## src/rtl/fsk_pkg.sv

```systemverilog
package fsk_pkg;

    // Measurement sequencer states
    typedef enum logic [1:0] {
        S_IDLE = 2'd0,   // result stable, waiting for an armed start
        S_WAIT = 2'd1,   // started, waiting for the opening frame edge
        S_MEAS = 2'd2    // counting through the measured frame
    } fsk_state_e;

endpackage

```

## src/rtl/fsk_edge_sense.sv

```systemverilog
module fsk_edge_sense (
    input  logic clk,
    input  logic rst_n,
    input  logic gci_i,
    input  logic fp_i,
    input  logic fe_i,
    output logic ref_edge_o,
    output logic fe_lo_o,
    output logic fe_hi_o
);

    logic fp_p_q;   // frame pulse at previous rising edge
    logic fe_p_q;   // eval input at previous rising edge
    logic fe_n_q;   // eval input at the falling edge in between

    always_ff @(posedge clk or negedge rst_n) begin
        if (!rst_n) begin
            fp_p_q <= 1'b0;
            fe_p_q <= 1'b0;
        end else begin
            fp_p_q <= fp_i;
            fe_p_q <= fe_i;
        end
    end

    always_ff @(negedge clk or negedge rst_n) begin
        if (!rst_n) begin
            fe_n_q <= 1'b0;
        end else begin
            fe_n_q <= fe_i;
        end
    end

    always_comb begin
        if (gci_i) begin
            ref_edge_o = ~fp_p_q & fp_i;
            fe_lo_o    = ~fe_p_q & fe_n_q;
            fe_hi_o    = ~fe_n_q & fe_i;
        end else begin
            ref_edge_o = fp_p_q & ~fp_i;
            fe_lo_o    = fe_p_q & ~fe_n_q;
            fe_hi_o    = fe_n_q & ~fe_i;
        end
    end

    // one clock period can hold at most one qualifying edge
    a_r10_one_edge_per_cycle: assert property (@(posedge clk) disable iff (!rst_n)
        $onehot0({fe_lo_o, fe_hi_o}));

endmodule

```

## src/rtl/fsk_arm.sv

```systemverilog
module fsk_arm #(
    parameter int ARM_EDGES = 2
) (
    input  logic clk,
    input  logic rst_n,
    input  logic ctl_i,
    input  logic ref_edge_i,
    input  logic idle_i,
    output logic start_o
);

    localparam int AW = $clog2(ARM_EDGES + 1);
    localparam logic [AW-1:0] ARM_FULL = AW'(ARM_EDGES);

    typedef struct packed {
        logic [AW-1:0] arm;
        logic          ctl;
    } arm_regs_t;

    arm_regs_t r_d, r_q;

    always_comb begin
        r_d     = r_q;
        r_d.ctl = ctl_i;
        if (ctl_i) begin
            r_d.arm = '0;
        end else if (ref_edge_i && (r_q.arm != ARM_FULL)) begin
            r_d.arm = r_q.arm + 1'b1;
        end
        start_o = ctl_i & ~r_q.ctl & (r_q.arm == ARM_FULL) & idle_i;
    end

    always_ff @(posedge clk or negedge rst_n) begin
        if (!rst_n) begin
            r_q <= '0;
        end else begin
            r_q <= r_d;
        end
    end

    // arming count never runs past its target
    a_r2_arm_bounded: assert property (@(posedge clk) disable iff (!rst_n)
        r_q.arm <= ARM_FULL);

    // a start follows a cycle in which the control bit was low
    a_r3_start_after_low: assert property (@(posedge clk) disable iff (!rst_n)
        start_o |-> !$past(ctl_i));

endmodule

```

## src/rtl/frame_skew_meter.sv

```systemverilog
module frame_skew_meter #(
    parameter int OFS_W     = 12,
    parameter int ARM_EDGES = 2
) (
    input  logic             clk,
    input  logic             rst_n,
    input  logic             frm_pulse_i,
    input  logic             eval_i,
    input  logic             fmt_gci_i,
    input  logic             start_ctl_i,
    output logic             done_o,
    output logic [OFS_W-1:0] offset_o
);

    import fsk_pkg::*;

    localparam logic [OFS_W-1:0] OFS_MAX  = '1;
    localparam logic [OFS_W-1:0] OFS_TWO  = OFS_W'(2);
    localparam logic [OFS_W-1:0] CNT_STOP = OFS_MAX - 1'b1;

    typedef struct packed {
        fsk_state_e       state;
        logic [OFS_W-1:0] cnt;
        logic             found;
        logic [OFS_W-1:0] cap;
        logic             cfe;
        logic [OFS_W-1:0] res;
    } meter_regs_t;

    meter_regs_t r_d, r_q;

    logic             ref_edge;
    logic             fe_lo;
    logic             fe_hi;
    logic             start;
    logic             hit;
    logic [OFS_W-1:0] pos_now;
    logic [OFS_W-1:0] pos_edge;

    fsk_edge_sense u_sense (
        .clk        (clk),
        .rst_n      (rst_n),
        .gci_i      (fmt_gci_i),
        .fp_i       (frm_pulse_i),
        .fe_i       (eval_i),
        .ref_edge_o (ref_edge),
        .fe_lo_o    (fe_lo),
        .fe_hi_o    (fe_hi)
    );

    fsk_arm #(
        .ARM_EDGES (ARM_EDGES)
    ) u_arm (
        .clk        (clk),
        .rst_n      (rst_n),
        .ctl_i      (start_ctl_i),
        .ref_edge_i (ref_edge),
        .idle_i     (r_q.state == S_IDLE),
        .start_o    (start)
    );

    always_comb begin
        r_d = r_q;

        // half-period position of the current rising edge within the frame
        pos_now = ref_edge ? '0 : r_q.cnt;
        hit     = fe_lo | fe_hi;
        if (fe_lo) begin
            pos_edge = pos_now;
        end else if (pos_now == OFS_MAX) begin
            pos_edge = OFS_MAX;
        end else begin
            pos_edge = pos_now + 1'b1;
        end

        // free-running half-step counter, saturating
        if (ref_edge) begin
            r_d.cnt = OFS_TWO;
        end else if (r_q.cnt >= CNT_STOP) begin
            r_d.cnt = OFS_MAX;
        end else begin
            r_d.cnt = r_q.cnt + OFS_TWO;
        end

        unique case (r_q.state)
            S_IDLE: begin
                if (start) begin
                    r_d.state = S_WAIT;
                    r_d.cfe   = 1'b0;
                end
            end
            S_WAIT: begin
                if (ref_edge) begin
                    r_d.state = S_MEAS;
                    r_d.found = hit;
                    r_d.cap   = pos_edge;
                end
            end
            S_MEAS: begin
                if (ref_edge) begin
                    r_d.state = S_IDLE;
                    r_d.cfe   = 1'b1;
                    r_d.res   = r_q.found ? r_q.cap : OFS_MAX;
                    r_d.found = 1'b0;
                end else if (!r_q.found && hit) begin
                    r_d.found = 1'b1;
                    r_d.cap   = pos_edge;
                end
            end
            default: begin
                r_d.state = S_IDLE;
            end
        endcase
    end

    always_ff @(posedge clk or negedge rst_n) begin
        if (!rst_n) begin
            r_q <= '{state: S_IDLE, cnt: '0, found: 1'b0,
                     cap: '0, cfe: 1'b0, res: '0};
        end else begin
            r_q <= r_d;
        end
    end

    assign done_o   = r_q.cfe;
    assign offset_o = r_q.res;

    // done drops right after an accepted start
    a_r5_clear_on_start: assert property (@(posedge clk) disable iff (!rst_n)
        start |=> !done_o);

    // the result only moves when a measured frame closes
    a_r6_hold_result: assert property (@(posedge clk) disable iff (!rst_n)
        (r_q.state != S_MEAS) |=> $stable(offset_o));

    // done rises only out of the measuring state
    a_r4_done_from_meas: assert property (@(posedge clk) disable iff (!rst_n)
        $rose(done_o) |-> $past(r_q.state == S_MEAS));

    // a frame without a qualifying edge reads all ones
    a_r9_no_edge_all_ones: assert property (@(posedge clk) disable iff (!rst_n)
        (r_q.state == S_MEAS && ref_edge && !r_q.found) |=> (offset_o == OFS_MAX));

    // the half-step count never decreases inside a frame
    a_r7_cnt_monotone: assert property (@(posedge clk) disable iff (!rst_n)
        !ref_edge |=> (r_q.cnt >= $past(r_q.cnt)));

endmodule

```

## config.mk

```make
export PLATFORM = sky130hd
export DESIGN_NAME = frame_skew_meter
export DESIGN_NICKNAME = d
export VERILOG_FILES = /design/src/rtl/fsk_pkg.sv /design/src/rtl/fsk_edge_sense.sv /design/src/rtl/fsk_arm.sv /design/src/rtl/frame_skew_meter.sv
export SDC_FILE = /design/constraint.sdc
export NUM_CORES = 1
export LEC_CHECK = 0
export BUFFER_PORTS_ARGS = -buffer_cell sky130_fd_sc_hd__buf_2
export CORE_ASPECT_RATIO = 1.25
export CORE_MARGIN = 2
export CORE_UTILIZATION = 28
export CTS_BUF_LIST = sky130_fd_sc_hd__clkbuf_4 sky130_fd_sc_hd__clkbuf_8 sky130_fd_sc_hd__clkbuf_16
export DETAILED_ROUTE_END_ITERATION = 6
export GPL_ROUTABILITY_DRIVEN = 0
export GPL_TIMING_DRIVEN = 1
export HOLD_SLACK_MARGIN = 0.1
export PLACE_DENSITY = 0.46
export SLEW_MARGIN = 20
export SYNTH_ARGS = -nofsm -noshare
export SYNTH_HDL_FRONTEND = slang
export SYNTH_HIERARCHICAL = 1
export SYNTH_SLANG_ARGS = --single-unit
```

## constraint.sdc

```tcl
create_clock -name clk -period 3.1 [get_ports clk]
set_clock_uncertainty 0.1 [all_clocks]
set_input_delay 0.155 -clock clk [delete_from_list [all_inputs] [get_ports clk]]
set_output_delay 0.155 -clock clk [all_outputs]
set_load 0.02 [all_outputs]
```

* After elaboration in Yosys (flattened, before gate mapping) *
Index checks and enable logic that the tools add are counted.

operators by class
  magnitude comparators = 1
  bitwise logic cells = 16
  multiplexer cells = 23
  eq/ne operators = 11
  add/subtract/negate cells = 3
  reduce and logical (&&, ||, !) cells = 12

operators by type and width
  cell                     count
  $mux W12                 7
  $mux W13                 3
  $pmux W13 S2             1
  $add A12 B1 Y12 const B  1
  $add A12 B2 Y12 const B  1
  $eq A12 B12 Y1 const B   1
  $ge A12 B12 Y1 const B   1
  $ne A2 B2 Y1 const B     6
  $mux W2                  5
  $and A1 B1 Y1            9
  $reduce_and A3 Y1        3
  $not A1 Y1               6
  $pmux W2 S3              1
  $reduce_bool A2 Y1       3
  $mux W1                  5
  $eq A2 B2 Y1 const B     2
  $reduce_and A4 Y1        1
  $ne A3 B3 Y1 const B     1
  $add A2 B1 Y2 const B    1
  $eq A2 B1 Y1 const B     1
  $logic_and A1 B1 Y1      2
  $logic_not A2 Y1         1
  $pmux W1 S2              1
  $reduce_and A2 Y1        1
  other kinds (2)          2

word-level totals
  word-level logic and storage cells = 77
  register bits = 46
  output and inout bits = 13
  input bits = 6

* Longest topological paths before layout *
Gate-level depths: netlist of the first run.

  depth in word-level cells = 10
  depth in mapped cells = 11
  mapped depth without buffers = 10

* Modules after synthesis *
The synthesis of the first run kept the hierarchy.

by module, submodules not included
  module            cells each  times used  sequential area each (um2)  area an instance (um2)
  frame_skew_meter  225         1           1001.0                      2114.5
  fsk_arm           13          1           75.1                        165.2
  fsk_edge_sense    12          1           75.1                        131.4

==> flow_summary.json, run 1 <==
{
  "status": "finished, violations left",
  "failed_checks": "negative setup slack",
  "worstSetupEndpoint": "r_q[15]",
  "startpoint_type": "flop",
  "syn2layout_area_growth_pct": 17.1,
  "synth_fp_nets": 259,
  "slew_headroom_pct": 62.0,
  "clock-sinks": 46,
  "synth.avg_cell_area_um2": 9.64,
  "peakVddDrop_mv": 0.156,
  "synth-main-ff-cell": "dfrtp_1",
  "clock_latency_ns": 0.30,
  "cp-end-kind": "flop",
  "regToRegSetupSlack_ns": -0.29,
  "cp_cell_sequence": "nand2b_4 > o21ai_4 > nor2_4 > o41ai_4 > o41ai_2 > o32a_1",
  "max-cap-violations": 0,
  "critPathSlowestCell": "dfrtn_1",
  "cts_tree": "done",
  "ys_async_sr_fraction_pct": 100,
  "antenna_found_initial": 0,
  "drtPass1Iterations": 4,
  "clk_pin_slew_ns": 0.08,
  "grt_pass1_wl_um": 8430,
  "nNetsFinal": 279,
  "combPwrFrac_pct": 29.8,
  "fillers": 870,
  "ys_seq_elements": 46,
  "die_h_um": 108,
  "ys_types": 49,
  "netSwitchingPower_uw": 632,
  "critical-path-top-delay-family": "compound AO/OA/AOI/OAI gates",
  "dp_hpwl_um": 3320,
  "rr_worst_depth": 6,
  "row_count": 37,
  "first_iter_violations": 55,
  "initial_utilization_pct": 29.1,
  "io_pins": 19,
  "cts_max_path_buffers": 2,
  "grt_max_degree": 46,
  "path_buf_inv": 0,
  "cp.required_ns": 3.19,
  "cts_max_level": 2,
  "dieArea_um2": 9370,
  "clockPowerShare_pct": 19.4,
  "synth_edf_count": 0,
  "fin_hold_ws_ns": 0.318,
  "synth_area_um2": 2410,
  "internal_power_uw": 1190,
  "n_antenna_cell": 0,
  "power_density_nw_per_um2": 645,
  "drt.antenna.violating_nets": 0,
  "synth-warning-count": 6,
  "worstSetupPathType": "reg2reg",
  "die_x_um": 87,
  "io_buffers": 18,
  "path_depth": 6,
  "fin_tns_setup_ns": -3.02,
  "startpoint": "u_sense/fe_n_q",
  "cts_buffers": 5,
  "design.core.area_um2": 8290,
  "p_leak_uw": 0.00120,
  "slowest_delay_ns": 0.37,
  "via_count": 1741,
  "rsz0062_at_grt": "true",
  "grt_pass1_vias": 1733,
  "setup_slack_ns": -0.291,
  "max_slew.worst_pin.slew_ns": 0.570,
  "finalHoldViolCount": 0,
  "sequentialPowerShare_pct": 50.8,
  "hp-start": "fmt_gci_i",
  "drv_slew": 0,
  "via_per_inst": 4.74,
  "drc": 0,
  "totalWireLength_um": 4710,
  "setup-violations-final": 12,
  "grt_overflow_total": 0,
  "yosysSeqAreaShare_pct": 47.7,
  "cts.root.buffer_cell": "clkbuf_8",
  "sw_frac_of_total_pct": 34.7,
  "hold_path_class": "in2reg",
  "layout-drive-gt1-share_pct": 23.0,
  "worst-path-max-fanout": 4,
  "routedWlPerCell_um": 12.8,
  "timing.rr.start": "u_sense/fe_n_q",
  "synth_cells": 250,
  "reg2reg_to": "r_q[15]",
  "critical_path_arrival_ns": 3.48,
  "grt_usage_pct": 11.4
}
-- registers in the layout, indices dropped and copies added, names as in the netlist --
signal / count
done_o: 1
offset_o: 12
r_q: 27
u_arm/r_q: 3
u_sense/fe_n_q: 1
u_sense/fe_p_q: 1
u_sense/fp_p_q: 1
-- through the flow --
| stage | instances | util (%) | setup WS, ns | total power (uW) | cell area, um^2 |
|---|---|---|---|---|---|
| 6_report | 367 | 34.1 | -0.291 | 1820 | 2820 |
| 5_1_grt | 367 | 34.1 | -0.392 | 1970 | 2820 |
| 3_3_place_gp | 352 | 31.4 | -0.316 | 1460 | 2610 |
| 4_1_cts | 366 | 33.9 | -0.287 | 1850 | 2810 |
| 2_1_floorplan | 250 | - | -0.317 | 1410 | 2450 |
| 3_5_place_dp | 352 | 31.4 | -0.371 | 1470 | 2610 |
-- layer usage --
layer	up-vias	global-route usage [%]	wire length, um
li1	902	-	-
met1	813	14.1	2210
met2	22	18.8	2330
met3	4	2.30	100
met4	0	5.02	66
met5	-	0	0
-- power groups by stage --
stage | Combinational, uW | Clock (uW) | Sequential (uW)
5_1_grt | 626 | 389 | 956
3_3_place_gp | 533 | 0 | 931
4_1_cts | 546 | 376 | 927
6_report | 542 | 353 | 924
3_5_place_dp | 532 | 0 | 939
2_1_floorplan | 521 | 0 | 892
-- cell usage after synthesis (all sizes together) (2+ instances only) --
library cell / number / share of area (%)
nand3: 6 / 1.2
a31oi: 4 / 1.0
and3: 2 / 0.52
mux2: 2 / 1.2
xor2: 4 / 1.5
o31ai: 2 / 0.62
nand3b: 4 / 1.2
nand2: 20 / 3.1
buf: 17 / 4.7
dfrtp: 45 / 47
o41ai: 2 / 1.8
a21oi: 16 / 3.3
inv: 9 / 1.4
ha: 3 / 1.6
nand4b: 3 / 1.1
nand4: 4 / 1.0
nor2: 21 / 3.3
mux2i: 2 / 0.83
a311oi: 2 / 0.73
o21ai: 17 / 3.5
nor3: 3 / 0.62
or3: 2 / 0.52
a21o: 2 / 0.62
nor4: 3 / 0.78
o22a: 3 / 1.1
nor2b: 17 / 4.7
clkbuf: 8 / 1.2
nand2b: 5 / 1.6
xnor2: 7 / 2.5
o22ai: 2 / 0.52
-- worst register-to-register path, delay by kind of cell, from the launching register on --
family | cells | cell delay [ns]
compound gates | 4 | 1.05
simple gates | 2 | 0.21
flops | 1 | 0.37
-- final cells by class --
class                   count  area, um^2  share of cell area [%]
multi-input cells         170        1170                    41.5
repair buffers             38         265                    9.40
well taps                  97         121                    4.30
clock inverters             2        10.0                   0.355
clock buffers               5        68.8                    2.44
flip-flops and latches     46        1150                    40.8
inverters                   9        33.8                    1.20
-- layout by cell type, fill, tap and decap left out, types with 3 or more instances in the layout --
| cell | instances |
|---|---|
| dfrtp_1 | 45 |
| nand2_1 | 20 |
| nor2_1 | 19 |
| buf_2 | 18 |
| a21oi_1 | 16 |
| nor2b_1 | 16 |
| buf_4 | 12 |
| o21ai_0 | 11 |
| inv_1 | 9 |
| xnor2_1 | 7 |
| nand3_1 | 6 |
| clkbuf_8 | 5 |
| nand4_1 | 4 |
| a31oi_1 | 4 |
| xor2_1 | 4 |
| nand3b_1 | 4 |
| o21ai_2 | 4 |
| dlygate4sd3_1 | 4 |
| buf_6 | 4 |
| nor3_1 | 3 |
| nand2b_4 | 3 |
| nand4b_1 | 3 |
| o22a_1 | 3 |
| ha_1 | 3 |
-- logic make-up after synthesis --
family | after synthesis | synth area share, %
AND/OR/NAND/NOR | 94 | 21.2
AO/OA/AOI/OAI | 58 | 16.0
flip-flops | 46 | 47.7
adder cells (fa/ha/maj) | 3 | 1.56
buffers and inverters | 34 | 7.37
multiplexers | 4 | 2.08
XOR/XNOR | 11 | 4.00
-- worst min path at each step --
stage | end | slack (ns) | cells after the start
6_report | r_q[25] | 0.32 | 3
5_1_grt | r_q[25] | 0.37 | 3
4_1_cts | r_q[39] | 0.35 | 3
3_5_place_dp | u_sense/fp_p_q | 0.20 | 1
3_3_place_gp | u_sense/fp_p_q | 0.19 | 1
2_1_floorplan | done_o | -0.24 | 0
-- timing repair --
item / in CTS / in global routing
endpoints found under the setup margin: 12 / 13
buffers inserted: 5 / 2
hold endpoints to repair: 48 / 0
gates resized for setup: 15 / 4
hold buffers: 4 / 0
pin swaps: 1 / 4
Note: power is estimated with default switching activity, not from simulation.
==> run 2, diff against run 1 <==
--- a/config.mk
+++ b/config.mk
@@ -5,16 +5,16 @@
 export SDC_FILE = /design/constraint.sdc
 export NUM_CORES = 1
 export LEC_CHECK = 0
-export BUFFER_PORTS_ARGS = -buffer_cell sky130_fd_sc_hd__buf_2
 export CORE_ASPECT_RATIO = 1.25
 export CORE_MARGIN = 2
 export CORE_UTILIZATION = 28
 export CTS_BUF_LIST = sky130_fd_sc_hd__clkbuf_4 sky130_fd_sc_hd__clkbuf_8 sky130_fd_sc_hd__clkbuf_16
 export DETAILED_ROUTE_END_ITERATION = 6
+export DONT_BUFFER_PORTS = 1
 export GPL_ROUTABILITY_DRIVEN = 0
 export GPL_TIMING_DRIVEN = 1
 export HOLD_SLACK_MARGIN = 0.1
-export PLACE_DENSITY = 0.46
+export PLACE_DENSITY = 0.44
 export SLEW_MARGIN = 20
 export SYNTH_ARGS = -nofsm -noshare
 export SYNTH_HDL_FRONTEND = slang
==> run 2 against run 1 <==
Compared with the run above:
- final area down 1.3%
- power up 1.8%
- sequential power up 14%
- combinational power down 35%
- critical endpoint is now r_q[20]
- non-clock buffer count down 21
- die area unchanged
- global-route usage about the same
- flip-flop and latch count unchanged
- clock power up 29%
- via count down 1.2%
- highest routed layer unchanged
- wire length up 2.8%
- critical path depth unchanged
- largest cell class unchanged
- the flow still finishes with violations (negative setup slack)
==> flow_summary.json, run 2 (synthesis results as in run 1) <==
{
  "clock_latency_ns": 0.30,
  "final_common_cell": "dfrtp_1",
  "peakVddDrop_mv": 0.201,
  "top_register": "r_q",
  "row_count": 37,
  "post-place-ws_ns": -0.337,
  "drtPass1Iterations": 4,
  "setup_slack_ns": -0.263,
  "grt_usage_pct": 11.3,
  "finalHoldViolCount": 0,
  "grt_pass1_wl_um": 8430,
  "die_x_um": 87,
  "nNetsFinal": 258,
  "design.core.area_um2": 8290,
  "max-cap-violations": 0,
  "placed_cells": 331,
  "fin_tns_setup_ns": -2.33,
  "slew_headroom_pct": 66.6,
  "cts_max_path_buffers": 2,
  "final_cell_mix": "45 x dfrtp_1, 20 x nand2_1, 20 x nor2_1, 16 x a21oi_1, 16 x nor2b_1",
  "cp.required_ns": 3.23,
  "max_slew.worst_pin.slew_ns": 0.499,
  "drc": 0,
  "cts_tree": "done",
  "grt_overflow_total": 0,
  "routedWlPerCell_um": 14.0,
  "startpoint_type": "flop",
  "initial_utilization_pct": 29.1,
  "worstSetupPathType": "reg2reg",
  "fillers": 823,
  "failed_checks": "negative setup slack",
  "p_leak_uw": 0.00113,
  "grt_max_degree": 46,
  "n_antenna_cell": 0,
  "layout-drive-gt1-share_pct": 17.6,
  "combPwrFrac_pct": 19.0,
  "cts_buffers": 5,
  "via_count": 1720,
  "critical_path_arrival_ns": 3.49,
  "reg2reg_to": "r_q[20]",
  "totalWireLength_um": 4840,
  "dp_hpwl_um": 3340,
  "via_per_inst": 4.96,
  "drv_slew": 0,
  "cts_max_level": 2,
  "grt_pass1_vias": 1731,
  "cts.root.buffer_cell": "clkbuf_8",
  "startpoint": "u_sense/fe_n_q",
  "rsz0062_at_grt": "true",
  "io_pins": 19,
  "netSwitchingPower_uw": 624,
  "power_density_nw_per_um2": 665,
  "sw_frac_of_total_pct": 33.7,
  "drt.antenna.violating_nets": 0,
  "timing.rr.start": "u_sense/fe_n_q",
  "internal_power_uw": 1230,
  "antenna_found_initial": 0,
  "syn2layout_area_growth_pct": 15.6,
  "dieArea_um2": 9370,
  "worst-path-max-fanout": 6,
  "fin_area_um2": 2790,
  "cp-end-kind": "flop",
  "status": "finished, violations left",
  "hold_path_class": "in2reg",
  "sequentialPowerShare_pct": 56.5,
  "clock-sinks": 46,
  "final_cells": 347,
  "die_h_um": 108,
  "hold_end": "done_o",
  "placed_area_um2": 2490,
  "io_buffers": 0,
  "setup-violations-final": 12,
  "whs_path_depth": 4,
  "first_iter_violations": 96,
  "largest_register_ffs": 27,
  "utilization_pct": 33.6,
  "regToRegSetupSlack_ns": -0.26,
  "clockPowerShare_pct": 24.5,
  "rr_worst_depth": 6,
  "hp-start": "start_ctl_i",
  "clk_pin_slew_ns": 0.09
}
run 2: layer usage:
layer / wire, um / vias to the layer above / GRT usage (%)
met5: 0 / - / 0
met4: 83 / 0 / 4.35
met3: 116 / 5 / 2.15
met2: 2330 / 25 / 18.4
met1: 2310 / 825 / 14.7
li1: - / 865 / -
run 2: how the worst max path moves through the flow:
stage	end
floorplan	r_q[15]
global placement	r_q[20]
detailed placement	r_q[20]
CTS	r_q[15]
global route	r_q[20]
finish	r_q[20]
run 2: cell type report:
| type | instances | area (um^2) | area share [%] |
|---|---|---|---|
| Timing Repair Buffer | 17 | 173 | 6.20 |
| Clock inverter | 2 | 37.5 | 1.35 |
| Sequential cell | 46 | 1150 | 41.3 |
| Inverter | 9 | 36.3 | 1.30 |
| Clock buffer | 6 | 76.3 | 2.74 |
| Tap cell | 97 | 121 | 4.36 |
| Multi-Input combinational cell | 170 | 1190 | 42.7 |
run 2: through the flow:
stage	total power, uW	hold WS, ns
after floorplan	1410	-0.241
after global placement	1380	-0.240
after detailed placement	1380	-0.240
after CTS	1870	0.117
after global routing	2000	0.155
final	1850	0.131
run 2: timing repair:
item	4_1_cts	5_1_grt
hold buffers	5	0
pin swaps	7	7
setup endpoints to repair	12	12
resized for setup	13	8
endpoints found under the hold margin	50	0
setup buffers	4	1
run 2: power by group through the flow:
stage	Combinational [uW]	Clock [uW]	Sequential [uW]
after floorplan	521	0	892
after global placement	319	0	1060
after detailed placement	319	0	1060
after CTS	350	473	1050
after global routing	421	499	1080
final	352	455	1050
run 2: critical path: stages, from the launching register on:
cell and delay, ns:
dfrtn_1 0.44, nand2b_4 0.14, o21ai_4 0.06, buf_6 0.13, nand4bb_4 0.26, or4_4 0.44, a31oi_1 0.17
